**src/rtl/bridge_pkg.sv**
```systemverilog
package bridge_pkg;

    localparam int ADDR_W     = 32;
    localparam int DATA_W     = 32;
    localparam int STRB_W     = DATA_W / 8;
    localparam int PROT_W     = 3;
    localparam int MAX_SLV    = 16;
    localparam int PAGE_BYTES = 4096;

    typedef enum logic [2:0] {
        ST_IDLE,
        ST_SETUP,
        ST_ACCESS,
        ST_BRESP,
        ST_RRESP
    } brg_state_e;

    typedef logic [1:0] resp_t;
    localparam resp_t RESP_OKAY   = 2'b00;
    localparam resp_t RESP_SLVERR = 2'b10;

    // Default windows: slave i owns page i (4 KB each).
    function automatic logic [MAX_SLV*ADDR_W-1:0] page_windows(input bit upper);
        logic [MAX_SLV*ADDR_W-1:0] v;
        v = '0;
        for (int i = 0; i < MAX_SLV; i++) begin
            v[i*ADDR_W +: ADDR_W] = ADDR_W'(i * PAGE_BYTES + (upper ? PAGE_BYTES - 1 : 0));
        end
        return v;
    endfunction

    localparam logic [MAX_SLV*ADDR_W-1:0] DFLT_BASE = page_windows(1'b0);
    localparam logic [MAX_SLV*ADDR_W-1:0] DFLT_HIGH = page_windows(1'b1);

endpackage

```
**src/rtl/win_decoder.sv**
```systemverilog
module win_decoder
    import bridge_pkg::*;
#(
    parameter int NUM_SLV = 4,
    parameter logic [MAX_SLV*ADDR_W-1:0] WIN_BASE = DFLT_BASE,
    parameter logic [MAX_SLV*ADDR_W-1:0] WIN_HIGH = DFLT_HIGH
) (
    input  logic [ADDR_W-1:0]  addr_i,
    output logic [NUM_SLV-1:0] hit_o
);

    logic [NUM_SLV-1:0] raw_hit;

    for (genvar i = 0; i < NUM_SLV; i++) begin : g_win
        localparam logic [ADDR_W-1:0] BASE = WIN_BASE[i*ADDR_W +: ADDR_W];
        localparam logic [ADDR_W-1:0] HIGH = WIN_HIGH[i*ADDR_W +: ADDR_W];
        // Window size is a power of two with an aligned base, so a mask test suffices.
        localparam logic [ADDR_W-1:0] MASK = ~(HIGH - BASE);
        assign raw_hit[i] = ((addr_i & MASK) == BASE);
    end

    // Keep only the lowest matching slave so the select stays one-hot.
    assign hit_o = raw_hit & (~raw_hit + NUM_SLV'(1));

endmodule

```
**src/rtl/slave_mux.sv**
```systemverilog
module slave_mux
    import bridge_pkg::*;
#(
    parameter int NUM_SLV = 4
) (
    input  logic [NUM_SLV-1:0]        sel_i,
    input  logic [NUM_SLV-1:0]        pready_i,
    input  logic [NUM_SLV-1:0]        pslverr_i,
    input  logic [NUM_SLV*DATA_W-1:0] prdata_i,
    output logic                      ready_o,
    output logic                      err_o,
    output logic [DATA_W-1:0]         rdata_o
);

    logic [DATA_W-1:0] masked [NUM_SLV];

    for (genvar i = 0; i < NUM_SLV; i++) begin : g_mask
        assign masked[i] = prdata_i[i*DATA_W +: DATA_W] & {DATA_W{sel_i[i]}};
    end

    always_comb begin
        rdata_o = '0;
        for (int i = 0; i < NUM_SLV; i++) begin
            rdata_o = rdata_o | masked[i];
        end
    end

    assign ready_o = |(sel_i & pready_i);
    assign err_o   = |(sel_i & pslverr_i);

endmodule

```
**src/rtl/dphase_timer.sv**
```systemverilog
module dphase_timer #(
    parameter int LIMIT = 0
) (
    input  logic clk,
    input  logic rst_n,
    input  logic clear_i,
    input  logic stall_i,
    output logic expired_o
);

    if (LIMIT == 0) begin : g_off
        logic unused_tmr;
        assign unused_tmr = ^{clk, rst_n, clear_i, stall_i};
        assign expired_o  = 1'b0;
    end else begin : g_on
        localparam int CW = $clog2(LIMIT);
        localparam logic [CW-1:0] LAST = CW'(LIMIT - 1);
        logic [CW-1:0] cnt_q;

        always_ff @(posedge clk) begin
            if (!rst_n || clear_i) begin
                cnt_q <= '0;
            end else if (stall_i && cnt_q != LAST) begin
                cnt_q <= cnt_q + CW'(1);
            end
        end

        assign expired_o = stall_i && (cnt_q == LAST);
    end

endmodule

```
**src/rtl/axil_apb_bridge.sv**
```systemverilog
module axil_apb_bridge
    import bridge_pkg::*;
#(
    parameter int NUM_SLV = 4,
    parameter bit APB4    = 1'b1,
    parameter int TIMEOUT = 0,
    parameter logic [MAX_SLV*ADDR_W-1:0] WIN_BASE = DFLT_BASE,
    parameter logic [MAX_SLV*ADDR_W-1:0] WIN_HIGH = DFLT_HIGH
) (
    input  logic                      clk,
    input  logic                      rst_n,
    input  logic [ADDR_W-1:0]         awaddr,
    input  logic [PROT_W-1:0]         awprot,
    input  logic                      awvalid,
    output logic                      awready,
    input  logic [DATA_W-1:0]         wdata,
    input  logic [STRB_W-1:0]         wstrb,
    input  logic                      wvalid,
    output logic                      wready,
    output logic [1:0]                bresp,
    output logic                      bvalid,
    input  logic                      bready,
    input  logic [ADDR_W-1:0]         araddr,
    input  logic [PROT_W-1:0]         arprot,
    input  logic                      arvalid,
    output logic                      arready,
    output logic [DATA_W-1:0]         rdata,
    output logic [1:0]                rresp,
    output logic                      rvalid,
    input  logic                      rready,
    output logic [ADDR_W-1:0]         paddr,
    output logic [PROT_W-1:0]         pprot,
    output logic [NUM_SLV-1:0]        psel,
    output logic                      penable,
    output logic                      pwrite,
    output logic [DATA_W-1:0]         pwdata,
    output logic [STRB_W-1:0]         pstrb,
    input  logic [NUM_SLV-1:0]        pready,
    input  logic [NUM_SLV*DATA_W-1:0] prdata,
    input  logic [NUM_SLV-1:0]        pslverr
);

    brg_state_e state_q, state_d;

    logic               take_rd, take_wr;
    logic [ADDR_W-1:0]  req_addr;
    logic [NUM_SLV-1:0] req_hit;
    logic               sel_ready, sel_err;
    logic [DATA_W-1:0]  sel_rdata;
    logic               wd_expired;
    logic               access_done;
    resp_t              done_resp;

    // Read wins when both a read and a complete write are pending.
    assign take_rd  = arvalid;
    assign take_wr  = !arvalid && awvalid && wvalid;
    assign req_addr = take_rd ? araddr : awaddr;

    win_decoder #(
        .NUM_SLV  (NUM_SLV),
        .WIN_BASE (WIN_BASE),
        .WIN_HIGH (WIN_HIGH)
    ) u_dec (
        .addr_i (req_addr),
        .hit_o  (req_hit)
    );

    slave_mux #(
        .NUM_SLV (NUM_SLV)
    ) u_mux (
        .sel_i     (psel),
        .pready_i  (pready),
        .pslverr_i (pslverr),
        .prdata_i  (prdata),
        .ready_o   (sel_ready),
        .err_o     (sel_err),
        .rdata_o   (sel_rdata)
    );

    dphase_timer #(
        .LIMIT (TIMEOUT)
    ) u_tmr (
        .clk       (clk),
        .rst_n     (rst_n),
        .clear_i   (state_q == ST_SETUP),
        .stall_i   (state_q == ST_ACCESS && !sel_ready),
        .expired_o (wd_expired)
    );

    assign access_done = sel_ready || wd_expired;
    assign done_resp   = (sel_ready && sel_err) ? RESP_SLVERR : RESP_OKAY;

    // State register
    always_ff @(posedge clk) begin
        if (!rst_n) begin
            state_q <= ST_IDLE;
        end else begin
            state_q <= state_d;
        end
    end

    // Next-state logic
    always_comb begin
        state_d = state_q;
        unique case (state_q)
            ST_IDLE: begin
                if (take_rd || take_wr) begin
                    state_d = ST_SETUP;
                end
            end
            ST_SETUP: begin
                if (|psel) begin
                    state_d = ST_ACCESS;
                end else begin
                    state_d = pwrite ? ST_BRESP : ST_RRESP;
                end
            end
            ST_ACCESS: begin
                if (access_done) begin
                    state_d = pwrite ? ST_BRESP : ST_RRESP;
                end
            end
            ST_BRESP: begin
                if (bready) begin
                    state_d = ST_IDLE;
                end
            end
            ST_RRESP: begin
                if (rready) begin
                    state_d = ST_IDLE;
                end
            end
            default: state_d = ST_IDLE;
        endcase
    end

    // Registered outputs
    always_ff @(posedge clk) begin
        if (!rst_n) begin
            awready <= 1'b0;
            wready  <= 1'b0;
            arready <= 1'b0;
            bvalid  <= 1'b0;
            bresp   <= RESP_OKAY;
            rvalid  <= 1'b0;
            rresp   <= RESP_OKAY;
            rdata   <= '0;
            paddr   <= '0;
            pprot   <= '0;
            psel    <= '0;
            penable <= 1'b0;
            pwrite  <= 1'b0;
            pwdata  <= '0;
            pstrb   <= '0;
        end else begin
            awready <= 1'b0;
            wready  <= 1'b0;
            arready <= 1'b0;
            unique case (state_q)
                ST_IDLE: begin
                    if (take_rd) begin
                        arready <= 1'b1;
                        paddr   <= araddr;
                        pprot   <= APB4 ? arprot : '0;
                        pstrb   <= '0;
                        pwrite  <= 1'b0;
                        psel    <= req_hit;
                    end else if (take_wr) begin
                        awready <= 1'b1;
                        wready  <= 1'b1;
                        paddr   <= awaddr;
                        pprot   <= APB4 ? awprot : '0;
                        pstrb   <= APB4 ? wstrb : '0;
                        pwdata  <= wdata;
                        pwrite  <= 1'b1;
                        psel    <= req_hit;
                    end
                end
                ST_SETUP: begin
                    if (|psel) begin
                        penable <= 1'b1;
                    end else if (pwrite) begin
                        bvalid <= 1'b1;
                        bresp  <= RESP_OKAY;
                    end else begin
                        rvalid <= 1'b1;
                        rresp  <= RESP_OKAY;
                        rdata  <= '0;
                    end
                end
                ST_ACCESS: begin
                    if (access_done) begin
                        penable <= 1'b0;
                        psel    <= '0;
                        if (pwrite) begin
                            bvalid <= 1'b1;
                            bresp  <= done_resp;
                        end else begin
                            rvalid <= 1'b1;
                            rresp  <= done_resp;
                            rdata  <= sel_ready ? sel_rdata : '0;
                        end
                    end
                end
                ST_BRESP: begin
                    if (bready) begin
                        bvalid <= 1'b0;
                    end
                end
                ST_RRESP: begin
                    if (rready) begin
                        rvalid <= 1'b0;
                    end
                end
                default: ;
            endcase
        end
    end

endmodule

```
**config.mk**
```make
export PLATFORM = sky130hd
export DESIGN_NAME = axil_apb_bridge
export DESIGN_NICKNAME = d
export VERILOG_FILES = /design/src/rtl/bridge_pkg.sv /design/src/rtl/win_decoder.sv /design/src/rtl/slave_mux.sv /design/src/rtl/dphase_timer.sv /design/src/rtl/axil_apb_bridge.sv
export SDC_FILE = /design/constraint.sdc
export NUM_CORES = 1
export LEC_CHECK = 0
export ABC_AREA = 0
export BUFFER_PORTS_ARGS = -buffer_cell sky130_fd_sc_hd__buf_2
export CAP_MARGIN = 20
export CORE_AREA = 2 2 141 143
export DETAILED_ROUTE_END_ITERATION = 12
export DIE_AREA = 0 0 143 145
export PLACE_DENSITY = 0.61
export SYNTH_ARGS = -nofsm -noshare
export SYNTH_HDL_FRONTEND = slang
export SYNTH_SLANG_ARGS = --single-unit
```
**constraint.sdc**
```tcl
create_clock -name clk -period 1.7 [get_ports clk]
set_input_delay 0.255 -clock clk [delete_from_list [all_inputs] [get_ports clk]]
set_output_delay 0.255 -clock clk [all_outputs]
set_load 0.01 [all_outputs]
```
==> results.py <==
metrics = {
    "synthesis": {
        "synth-seq-cells": 118,
        "seq_area_frac_synth": 0.443,
        "synthDistinctLibCells": 48,
        "syn-cell-area_sq_um": 5330,
        "synth-edff-count": 0,
        "synthCells": 614,
        "synthArstFlopShare": 0,
        "yosysWarnings": 0,
        "syn-mean-instance-area_sq_um": 8.69,
        "ys.flop_type": "dfxtp_1",
    },
    "timing": {
        "min_period_ns": 1.76,
        "setup_slack_ns": -0.0590,
        "slew_headroom": 0.462,
        "period_share": 1.03,
        "grt_setup_unrepaired": "true",
        "finalSetupViolCount": 37,
        "fmax_ghz": 0.568,
        "hold_viol": 0,
        "tightest_slew_ns": 0.807,
        "final_max_slew_viol_count": 0,
        "setup_tns_ns": -0.975,
        "clock_skew_ns": 0.00575,
    },
    "grt": {
        "grt_pass1_wl_um": 30200,
        "grt_busiest_layer": "met2",
        "grt_usage": 0.187,
        "grt_util_met3": 0.0584,
        "antenna_found_initial": 3,
        "gr-usage-met2": 0.330,
        "met1_usage": 0.215,
        "grt_pass1_vias": 5687,
        "overflow": 0,
        "grt_start_max_net_pins": 75,
    },
    "clock_network": {
        "clk_latency_ns": 0.41,
        "cts_tree": "built",
        "hold_buffers": 0,
        "cts_sinks": 118,
        "ctsHtreeMaxLevel": 4,
        "cts.clk_slew.worst_paths_ns": 0.06,
        "clock_path_buffers": 2,
        "root_buffer": "clkbuf_16",
        "numCtsBuffers": 17,
    },
    "route": {
        "drt_pass1_iterations": 4,
        "wl_um": 20200,
        "drtIter0Drc": 260,
        "vias": 5976,
        "drc_errors": 0,
        "avgViaCountPerCell": 4.70,
        "avgRoutedWirePerCell_um": 15.9,
        "ant_nets": 0,
    },
    "power": {
        "p_leak_uw": 0.00417,
        "p_comb_frac": 0.210,
        "p_int_uw": 5840,
        "power_switching_uw": 2250,
        "seq_power_share": 0.379,
        "p_per_area_nw_per_um2": 953,
        "sw_frac_of_total": 0.278,
        "clkPwrFrac": 0.411,
        "irDropWorstVdd_mv": 0.642,
    },
    "setup_path": {
        "critPathSlowestCell": "or4_4",
        "slowest_delay_ns": 0.55,
        "ff2ff_path_depth": 4,
        "critPathMaxFanout": 3,
        "endpoint_kind": "flop",
        "arrival_ns": 2.06,
        "path_cells": "or4_4 -> o21a_1 -> o32a_1 -> a2111oi_2",
        "cp.required_ns": 2.00,
        "path_class": "reg2reg",
        "critPathLaunchType": "flop",
    },
    "floorplanning": {
        "die-area_sq_um": 20700,
        "dieWidth_um": 143,
        "die_h_um": 145,
        "rows": 51,
        "coreArea_sq_um": 19200,
        "io_pins": 367,
        "initial_core_util": 0.278,
    },
    "placement": {
        "post-place-ws_ns": -0.174,
        "gp_congestion": 0.880,
        "port_buffers": 364,
        "hpwlAfterDp_um": 15200,
    },
    "finish": {
        "finalNetCount": 1242,
        "drive_above_1_share": 0.473,
        "n_fill_cell": 1941,
        "utilization": 0.442,
        "area_delta_synth_final_pct": 59.3,
    },
    "run_status": {
        "violations": "negative setup slack",
        "status": "complete, but fails checks",
    },
    "worst_hold_path": {
        "hold-path-cell-count": 3,
        "hold_class": "in2reg",
    },
    "flow_run": {
        "maxCapViolations": 0,
    },
}
-- registers in the layout, indices dropped and copies added (netlist names) --
register / cells
pwrite: 1
arready: 1
bresp: 1
pstrb: 4
state_q: 3
psel: 4
pprot: 3
pwdata: 32
bvalid: 1
rvalid: 1
rresp: 1
wready: 1
paddr: 32
penable: 1
rdata: 32
-- path summary, 6_finish.rpt --
| kind | from | endpoint | slack, ns |
|---|---|---|---|
| worst max register to register | psel[1]$_SDFFE_PN0P_ | state_q[0]$_SDFFE_PN0P_ | -0.06 |
| worst min-delay path | wdata[2] | pwdata[2]$_SDFFE_PN0P_ | 0.08 |
| worst max-delay path | psel[1]$_SDFFE_PN0P_ | state_q[0]$_SDFFE_PN0P_ | -0.06 |
| worst min register to register | pwdata[17]$_SDFFE_PN0P_ | pwdata[17]$_SDFFE_PN0P_ | 0.45 |
-- worst max-delay path: cells and delay by family, from the launching register on --
family / cells / cell delay, ns
AO/OA/AOI/OAI: 3 / 0.78
AND/OR/NAND/NOR: 1 / 0.55
flip-flops: 1 / 0.33
-- stage by stage --
step | power, uW | cell area (sq um) | hold slack [ns] | instances
2_1_floorplan | 3780 | 5370 | 0.391 | 615
3_3_place_gp | 4640 | 7750 | 0.439 | 1232
3_5_place_dp | 4660 | 7750 | 0.444 | 1232
4_1_cts | 8130 | 8400 | 0.0564 | 1266
5_1_grt | 8510 | 8490 | 0.0642 | 1272
6_report | 8090 | 8490 | 0.0791 | 1272
-- area by class of cell --
class	instances	area (sq um)	share of cell area
clock inverter	12	106	0.0125
sequential	118	2380	0.280
antenna	2	5.00	0.000589
tap	265	332	0.0390
inverter	5	18.8	0.00221
multi-input combinational	433	2790	0.328
clock buffer	19	433	0.0510
timing repair buffer	418	2430	0.287
-- logic make-up after synthesis --
group / share of synthesized area
compound gates: 0.282
simple gates: 0.159
flops: 0.443
buf+inv: 0.0511
mux: 0.0619
xor+xnor: 0.00164
other cells: 0.000703
-- placed cells by master (no fill, tap or decap), types with 18 or more instances in the layout --
master       n
a21oi_1     35
nand2_1    103
nor2_1      42
dfxtp_1    111
clkbuf_16   18
a22oi_1     73
buf_4       36
buf_2      364
a211oi_1    33
a22o_1      34
mux2i_1     33
-- power groups by stage --
stage | logic, uW | registers, uW | clock network [uW]
after global routing | 1850 | 3090 | 3570
after global placement | 1530 | 3110 | 0
after floorplan | 598 | 3180 | 0
after CTS | 1650 | 3060 | 3430
after detailed placement | 1540 | 3110 | 0
final | 1700 | 3070 | 3330
-- synthesized netlist by cell type (6+ instances only) --
cell type,number,area (sq um)
clkbuf_1,30,113
a211oi_1,33,248
a22oi_1,73,548
a21oi_1,36,180
nor2_1,48,180
nand2_1,103,387
buf_2,11,55.1
o21ai_0,6,30.0
nand4_1,6,37.5
nor3_1,6,30.0
nor4_1,9,56.3
dfxtp_1,118,2360
mux2i_1,33,330
a22o_1,35,307
buf_1,14,52.6
-- timing repair --
| action | CTS | global route |
|---|---|---|
| endpoints found under the setup margin | 65 | 74 |
| gates cloned | 2 | 1 |
| resized for setup | 8 | 17 |
| setup buffers | 1 | 3 |
| pin swaps | 2 | 6 |
-- per-layer routing --
layer | vias up | part of all wire
met5 | - | 0.00064
met3 | 19 | 0.070
met4 | 2 | 0.016
met1 | 2699 | 0.40
met2 | 230 | 0.51
li1 | 3026 | -
(Power assumes the default switching activity.)
